--- src/rtl/shreg_bank.sv ---
module shreg_bank #(
  parameter int W = 4,
  parameter int N = 4,
  localparam int AW = $clog2(N)
) (
  input  logic            upd_clk,
  input  logic            clr,
  input  logic            src_sel,
  input  logic [W-1:0]    usr_val,
  input  logic [AW-1:0]   rd_a_addr,
  input  logic [AW-1:0]   rd_b_addr,
  input  logic [AW-1:0]   wr_addr,
  output logic [N*W-1:0]  bank_view,
  output logic [W-1:0]    rd_a_val,
  output logic [W-1:0]    rd_b_val,
  output logic [W-1:0]    shf_out
);
  localparam logic [W-1:0] SHIFT_LIM = W[W-1:0];

  logic [W-1:0] regs [N];
  logic [W-1:0] wdata;

  assign rd_a_val = regs[rd_a_addr];
  assign rd_b_val = regs[rd_b_addr];
  assign shf_out  = (rd_a_val >= SHIFT_LIM) ? '0 : (rd_b_val << rd_a_val);
  assign wdata    = src_sel ? shf_out : usr_val;

  for (genvar i = 0; i < N; i++) begin : g_reg
    always_ff @(posedge upd_clk or posedge clr) begin
      if (clr)
        regs[i] <= '0;
      else if (wr_addr == AW'(i))
        regs[i] <= wdata;
    end
    assign bank_view[i*W +: W] = regs[i];
  end
endmodule

--- config.mk ---
export PLATFORM = sky130hd
export DESIGN_NAME = shreg_bank
export DESIGN_NICKNAME = d
export VERILOG_FILES = /design/src/rtl/shreg_bank.sv
export SDC_FILE = /design/constraint.sdc
export NUM_CORES = 1
export LEC_CHECK = 0
export CELL_PAD_IN_SITES_DETAIL_PLACEMENT = 1
export CELL_PAD_IN_SITES_GLOBAL_PLACEMENT = 1
export CORE_UTILIZATION = 40
export CTS_CLUSTER_SIZE = 8
export DETAILED_ROUTE_END_ITERATION = 16
export DONT_BUFFER_PORTS = 1
export GPL_ROUTABILITY_DRIVEN = 0
export PLACE_DENSITY_LB_ADDON = 0.08
export SETUP_SLACK_MARGIN = 0.4
export SYNTH_ARGS = -nofsm -noshare
export SYNTH_HDL_FRONTEND = slang
export SYNTH_SLANG_ARGS = --single-unit
--- constraint.sdc ---
create_clock -name upd_clk -period 2.3 [get_ports upd_clk]
set_input_delay 0 -clock upd_clk [delete_from_list [all_inputs] [get_ports upd_clk]]
set_output_delay 0 -clock upd_clk [all_outputs]
set_load 0.05 [all_outputs]
==> results.txt, run 1 <==
The register with the most flip-flops in the layout has 16 of them. The run gives 0 as the count of inserted antenna diode cells. The flow ran to the end, and the final reports show no timing, DRC or antenna violations. The synthesized netlist occupies a cell area of 942 um^2. TritonCTS created 3 clock buffers.

Traced cell by cell, the critical path runs through mux4_2 > or3b_4 > o221a_4 > o41ai_2. The setup skew after layout was 4.23 ps. The completed layout was analyzed and its total power is 1.51 mW. For the total count of hold-check failures in the final report, the log shows 0. The tools report the number of instances in the synthesized netlist as 83. STA classifies the critical path endpoint as a flop. The vertical extent of the die is 50.5 um, and the number of max-cap violations is 0. Power density relative to cell area: 1020 nW/um^2.

The shortest clock period the worst path allows after layout was 2100 ps; the final layout net count was 133. At the later pin of the worst-skew pair, clock insertion delay measures 300 ps. The vias per cell was 6.54; the average instance area after synthesis was 11.4 um^2. The logs give 0 for the count of endpoints failing setup in the final report and 214 um for the total length of routed met3 wires. The tools report the maximum clock frequency as 0.477 GHz.

The logs give 1 for the H-tree level count and 203 ps for the slack of the critical path. The portion of the clock cycle consumed by the worst path in the final layout was 91.2%. Across all layers, the routed design uses 961 vias. The analysis attributes to cell leakage a power of 0.601 nW. The initial utilization of the core area, before any placement, comes to 42.6%.

The top routing layer in use is met4. The run gives 0 as the final number of max-transition violations. For flop-to-flop paths, the worst setup slack is 200 ps. Summed over all nets, wire length on met2 after detailed routing comes to 1960 um. The wire length of the first global-routing pass was 5160 um. In this design, the stage delay of the slowest critical-path cell is 510 ps.

For this design the total switching power over the nets is 0.752 mW. The tools report the share of total power in combinational logic as 62.1%. The overall overflow remaining after global route came out at 0. The highest fanout seen on the critical path was 4.

The number of global-route vias before repair was 949. The highest ir drop seen on vdd was 0.613 mV; the placed cell area was 1270 um^2. For this run, design rule violations remaining after detail routing come to 0. Remaining max-slew budget at the tightest pin: 57.5%.

The netlist uses 21 different library cells. The area growth from synthesis to layout is 58.0%. For this run, the detailed router's first-pass iteration total came to 4. Dividing the detail-routed wire length by the instance count gives 26.6 um. In the final layout, the share of cells above drive strength 1 is 64.7%. Slew at the pin closest to its max-slew limit: 637 ps. The slowest cell on the critical path was sky130_fd_sc_hd__mux4_2.

The data arrival time of the critical path came out at 2300 ps. The count of standard-cell rows is 17, and the clock slew seen by the registers of the worst setup and hold paths is 110 ps. The net count after synthesis came out at 96. After synthesis the netlist holds a flip-flop and latch count of 16. Port buffering added 0 buffers.

The share of the Yosys chip area taken by registers is 42.5%. TritonCTS built the clock tree. Setup repair after global routing could not meet its margin everywhere. Wires add up to 3910 um.

The fraction of power spent switching nets works out to 49.7%. In this run the worst hold path is classified as in2reg. The run gives 0 as the initial antenna violation count. Once detail routing completed, the nets flagged for antenna violations numbered 0.

The total internal power was 0.761 mW; the clock net sink count was 16. In the final routing, the length of wire on met1 measures 1530 um. The longest clock path from root to sink contains 2 buffers. Entering global routing, the biggest net connects 17 pins. In this run, flip-flops and latches consume 24.5% of the power.

The type of element launching the critical path was a flop. The required time at the worst-slack endpoint came out at 2500 ps. In this run the standard cell core region covers 2210 um^2.

The run gives 41 as the top-level port count. Hold timing on the final database bottoms out at a slack of 7.78 ps. CTS root buffer: sky130_fd_sc_hd__clkbuf_4. From left edge to right edge, the die measures 50.5 um. For the portion of total power attributed to the clock network, the log shows 13.3%. For this block, the initial DRC count from the detailed router was 29. The tools report the global-route total usage across every layer as 29.2%. The die covers 2550 um^2.

The logs give 0 for the yosys synthesis warning count and 164 ps for the worst setup slack before clock tree synthesis. Startpoint-to-endpoint class of the critical path: reg2reg. Half-perimeter wire length after detailed placement: 2480 um. Once layout is done, the placed cells without fillers occupy 1490 um^2.
Yosys cell counts:
cell type	number	area share, %
sky130_fd_sc_hd__or3_1	1	0.66
sky130_fd_sc_hd__mux4_2	8	19
sky130_fd_sc_hd__o22ai_1	2	1.3
sky130_fd_sc_hd__mux2i_1	3	3.2
sky130_fd_sc_hd__or3b_1	1	0.93
sky130_fd_sc_hd__o221a_4	1	2.1
sky130_fd_sc_hd__o21ai_0	2	1.1
sky130_fd_sc_hd__buf_1	1	0.40
sky130_fd_sc_hd__o221a_2	1	1.2
sky130_fd_sc_hd__buf_6	1	1.2
sky130_fd_sc_hd__nor2_1	7	2.8
sky130_fd_sc_hd__dfrtp_1	16	42
sky130_fd_sc_hd__o21ai_1	6	3.2
sky130_fd_sc_hd__a21oi_1	2	1.1
sky130_fd_sc_hd__o31ai_1	6	4.8
sky130_fd_sc_hd__o31a_1	2	1.9
sky130_fd_sc_hd__o41ai_2	2	3.5
sky130_fd_sc_hd__inv_1	2	0.80
sky130_fd_sc_hd__nand2_1	15	6.0
sky130_fd_sc_hd__clkbuf_1	1	0.40
sky130_fd_sc_hd__nand2b_1	3	2.0
routing by layer:
metal | up-vias | global-route usage (%)
li1 | 393 | -
met1 | 490 | 39.8
met2 | 59 | 43.6
met3 | 19 | 4.55
met4 | 0 | 18.1
met5 | - | 0
area by class of cell:
type | instances | area, um^2
multi-input cells | 62 | 661
clock buffers | 4 | 36.3
repair buffers | 35 | 334
well taps | 28 | 35.0
flip-flops and latches | 16 | 415
fillers | 226 | 723
inverters | 2 | 7.51
timing repair:
item	in CTS	in global routing
pin swaps	3	11
buffers inserted	2	0
endpoints found under the setup margin	20	20
hold endpoints to repair	23	0
hold buffers	4	0
resized for setup	7	17
cells by family after synthesis:
logic type	count (synthesis)	synth area share, %
AND/OR/NAND/NOR	27	12.4
AO/OA/AOI/OAI	24	20.1
flip-flops	16	42.5
multiplexers	11	22.3
buffers and inverters	5	2.79
worst paths after layout:
path                                from            end  cells past startpoint
max in group asynchronous            clr   bank_view[7]                      2
setup reg to reg           bank_view[14]   bank_view[2]                      4
setup / recovery           bank_view[14]   bank_view[2]                      4
hold reg to reg             bank_view[9]   bank_view[9]                      3
min in group asynchronous            clr  bank_view[14]                      2
hold / removal                   src_sel  bank_view[11]                      2
worst max-delay path: cells and delay by family (launching register included):
kind | cells | cell delay (ps)
compound gates | 2 | 560
mux | 1 | 510
flops | 1 | 430
simple gates | 1 | 470
per-stage QoR:
stage / instances / setup TNS, ps / util, %
2_1_floorplan: 83 / -57.0 / -
3_3_place_gp: 137 / 0 / 57.4
3_5_place_dp: 137 / 0 / 57.4
4_1_cts: 147 / 0 / 63.0
5_1_grt: 147 / 0 / 67.3
6_report: 147 / 0 / 67.3
cells in the final DEF, fill, tap and decap left out:
master,synthesis,routed
sky130_fd_sc_hd__clkbuf_8,0,1
sky130_fd_sc_hd__dfrtp_1,16,4
sky130_fd_sc_hd__o21ai_2,0,2
sky130_fd_sc_hd__o21ai_1,6,4
sky130_fd_sc_hd__nand2b_2,0,1
sky130_fd_sc_hd__nor2_1,7,5
sky130_fd_sc_hd__a21oi_2,0,1
sky130_fd_sc_hd__mux2i_4,0,2
sky130_fd_sc_hd__dlygate4sd3_1,0,4
sky130_fd_sc_hd__o31ai_4,0,2
sky130_fd_sc_hd__mux4_2,8,8
sky130_fd_sc_hd__buf_4,0,24
sky130_fd_sc_hd__o22ai_4,0,2
sky130_fd_sc_hd__a21oi_1,2,1
sky130_fd_sc_hd__o31a_1,2,2
sky130_fd_sc_hd__nor2_4,0,2
sky130_fd_sc_hd__o221a_4,1,2
sky130_fd_sc_hd__inv_1,2,2
sky130_fd_sc_hd__nand2b_1,3,2
sky130_fd_sc_hd__buf_12,0,4
sky130_fd_sc_hd__o41ai_2,2,2
sky130_fd_sc_hd__o21ai_0,2,2
sky130_fd_sc_hd__dfrtp_2,0,12
sky130_fd_sc_hd__o31ai_2,0,4
sky130_fd_sc_hd__nand2_1,15,15
sky130_fd_sc_hd__clkbuf_4,0,3
sky130_fd_sc_hd__or3b_4,0,1
sky130_fd_sc_hd__or3_4,0,1
sky130_fd_sc_hd__buf_6,1,3
sky130_fd_sc_hd__mux2i_1,3,1
power groups by stage:
| stage | combinational [mW] | sequential [mW] | clock, mW |
|---|---|---|---|
| 4_1_cts | 0.850 | 0.360 | 0.193 |
| 2_1_floorplan | 0.385 | 0.540 | 0 |
| 3_5_place_dp | 0.805 | 0.366 | 0 |
| 5_1_grt | 0.972 | 0.375 | 0.215 |
| 6_report | 0.940 | 0.371 | 0.202 |
| 3_3_place_gp | 0.787 | 0.361 | 0 |
Note: power is estimated with default switching activity, not from simulation.
==> inputs of run 2 (changes only) <==
- clock period: 2.3 -> 1.9 ns (I/O delays scaled with it)
==> results.txt, run 2 (synthesized netlist as in run 1, its figures left out) <==
The clock slew seen by the registers of the worst setup and hold paths was 120 ps (was 110 ps); the area growth from synthesis to layout was 79.2% (was 58.0%). The remaining max-slew budget at the tightest pin is 50.3% (was 57.5%). The final number of max-transition violations was 0 (unchanged). The largest net degree at the start of global routing was 17 (unchanged); the initial core utilization was 42.6% (unchanged).

For the total count of hold-check failures in the final report, the log shows 0 (unchanged). The final layout net count is 147 (was 133). The number of remaining DRC errors was 0 (unchanged). The tools report the H-tree level count as 1 (unchanged). The vias per cell is 6.93 (was 6.54).

The run gives 0.735 mV (was 0.613 mV) as the highest ir drop seen on vdd. Setup repair after global routing could not meet its margin everywhere. The tools report the core area as 2210 um^2 (unchanged). The number of nets with antenna violations after detailed routing is 0 (unchanged), and the required time at the worst-slack endpoint is 1900 ps (was 2500 ps). For the data arrival time of the critical path, the log shows 2230 ps (was 2300 ps). The tools report the type of element launching the critical path as a flop (unchanged). The tools report the total of fill cells in the finished design as 189 (was 226). The die width is 50.5 um (unchanged). For the leakage component of the power, the log shows 0.698 nW (was 0.601 nW).

The share of final-layout standard cells stronger than drive strength 1 works out to 69.2% (was 64.7%). Number of flip-flops under the largest register name: 16 (unchanged). TritonCTS built the clock tree.

CP cell instances: buf_4 > mux4_2 > mux2i_2 > buf_4 > o22ai_4 > buf_12 (was mux4_2 > or3b_4 > o221a_4 > o41ai_2). The vertical extent of the die came out at 50.5 um (unchanged). The number of search-and-repair iterations in the first detailed-routing pass is 4 (unchanged), and the wire length of the first global-routing pass is 6210 um (was 5160 um). The setup skew after layout was 17.8 ps (was 4.23 ps). The number of max-cap violations is 0 (unchanged), and the number of global-route vias before repair is 1059 (was 949).

The class of the most critical hold timing path was in2reg (unchanged). The run gives 0 (unchanged) as the count of inserted antenna diode cells. The kind of capture point of the worst setup path was an output pin (was a flop). The logs give 36.0% (was 29.2%) for the global-route total usage across every layer and 5090 um (was 3910 um) for the total wire length after detailed routing. The run finished, with violations left. The clock latency of the later-clocked register in the worst-skew pair was 310 ps (was 300 ps). Subtracting the final worst setup slack from the clock period gives 2230 ps. The count of endpoints failing setup in the final report is 20 (was 0).

The count of standard-cell rows is 17 (unchanged), and the slack of the critical path is -333 ps (was 203 ps). For the initial antenna violation count, the log shows 0 (unchanged). The worst hold slack across all endpoints was 21.6 ps (was 7.78 ps). For the worst setup slack before clock tree synthesis, the log shows -236 ps (was 164 ps).

The die footprint was 2550 um^2 (unchanged). Most frequent cells in the layout: 21 x sky130_fd_sc_hd__buf_4, 15 x sky130_fd_sc_hd__nand2_1, 14 x sky130_fd_sc_hd__buf_6 (was 24 x sky130_fd_sc_hd__buf_4, 15 x sky130_fd_sc_hd__nand2_1, 12 x sky130_fd_sc_hd__dfrtp_2). The half-perimeter wire length after detailed placement came out at 2550 um (was 2480 um). The slowest cell on the critical path is sky130_fd_sc_hd__mux4_2 (unchanged). The power density relative to cell area is 1230 nW/um^2 (was 1020 nW/um^2), and the overall overflow remaining after global route is 0 (unchanged). The run gives 34 (was 29) as the detailed router's first-iteration violation count. The highest fanout seen on the critical path was 3 (was 4). The average wire per standard cell is 31.6 um (was 26.6 um). The top-level port count came out at 41 (unchanged). Based on the critical path, the design can be clocked at up to 0.448 GHz.

The tools report the total via count after detailed routing as 1115 (was 961). The CTS root buffer was sky130_fd_sc_hd__clkbuf_4 (unchanged). The cell type with the highest occurrence count on the critical path is sky130_fd_sc_hd__buf_4.

The checks that failed: setup timing. The leading cell type in the layout, fill and taps excluded is sky130_fd_sc_hd__buf_4 (unchanged). The tools report the TritonCTS buffer count as 3 (unchanged). The startpoint-to-endpoint class of the critical path is reg2out (was reg2reg). The slew at the pin closest to its max-slew limit works out to 743 ps (was 637 ps). The peak per-stage delay on the critical path is 560 ps (was 510 ps), and the count of input and output buffers is 0 (unchanged). The maximum clock insertion buffer count is 2 (unchanged), and the clock net sink count is 16 (unchanged).

The sum of negative setup slack was -4780 ps (was 0 ps); the portion of the clock cycle consumed by the worst path in the final layout was 118%. The end-of-flow core utilization was 76.3% (was 67.3%).
==> run 2: cell types whose count changed in the layout (fill, tap and decap cells not counted) <==
cell and change:
sky130_fd_sc_hd__a21oi_1 -1, sky130_fd_sc_hd__a21oi_2 +1, sky130_fd_sc_hd__buf_4 -3, sky130_fd_sc_hd__buf_6 +11
sky130_fd_sc_hd__buf_8 +6, sky130_fd_sc_hd__mux2i_1 -1, sky130_fd_sc_hd__mux2i_2 +2, sky130_fd_sc_hd__mux2i_4 -1
sky130_fd_sc_hd__nand2b_1 +1, sky130_fd_sc_hd__nand2b_2 -1, sky130_fd_sc_hd__o41ai_2 -1, sky130_fd_sc_hd__o41ai_4 +1
==> run 2: per-stage QoR <==
step	total power, mW	instance area, um^2	std cells
finish	2.08	1690	161
global placement	1.44	1320	144
CTS	1.90	1580	155
global route	2.13	1690	161
detailed placement	1.47	1320	144
floorplan	1.12	986	83
==> run 2: final timing paths <==
| check | from | end | slack [ps] | cells past startpoint |
|---|---|---|---|---|
| worst max-delay path | bank_view[14] | shf_out[2] | -330 | 6 |
| worst min-delay path | usr_val[3] | bank_view[7] | 20 | 2 |
| worst max register to register | bank_view[3] | bank_view[3] | -300 | 5 |
| worst min register to register | bank_view[13] | bank_view[13] | 720 | 3 |
| max in group asynchronous | clr | bank_view[1] | 1210 | 2 |
| min in group asynchronous | clr | bank_view[3] | 220 | 2 |
==> run 2: cell type report <==
class                   count  area (um^2)  share of cell area [%]
clock buffers               4         36.3                    2.15
inverters                   2         7.51                   0.445
multi-input cells          62          668                    39.6
flip-flops and latches     16          415                    24.6
well taps                  28         35.0                    2.08
repair buffers             49          526                    31.1
==> run 2: worst max-delay path: cells and delay by family, from the launching register on <==
| kind | cells | cell delay [ps] |
|---|---|---|
| AOI/OAI and AO/OA | 1 | 80 |
| buffers and inverters | 3 | 550 |
| DFF | 1 | 440 |
| muxes | 2 | 850 |
==> run 2: report_power, final <==
part           switching [mW]  total [mW]  internal (mW)
Clock                   0.129       0.246          0.117
Combinational           0.830        1.38          0.550
Sequential             0.0523       0.457          0.404
Total                    1.01        2.08           1.07
==> run 2: timing repair <==
| item | in CTS | in global routing |
|---|---|---|
| endpoints found under the hold margin | 23 | 0 |
| setup buffers | 3 | 6 |
| endpoints found under the setup margin | 24 | 26 |
| hold buffers | 4 | 0 |
| gates resized for setup | 35 | 13 |
| pin swaps | 7 | 2 |
==> run 2: metal layers <==
metal / global-route usage (%) / share of wire (%)
met1: 48.0 / 36
met2: 58.0 / 49
met3: 6.36 / 8.6
met4: 14.8 / 6.3
met5: 0 / 0
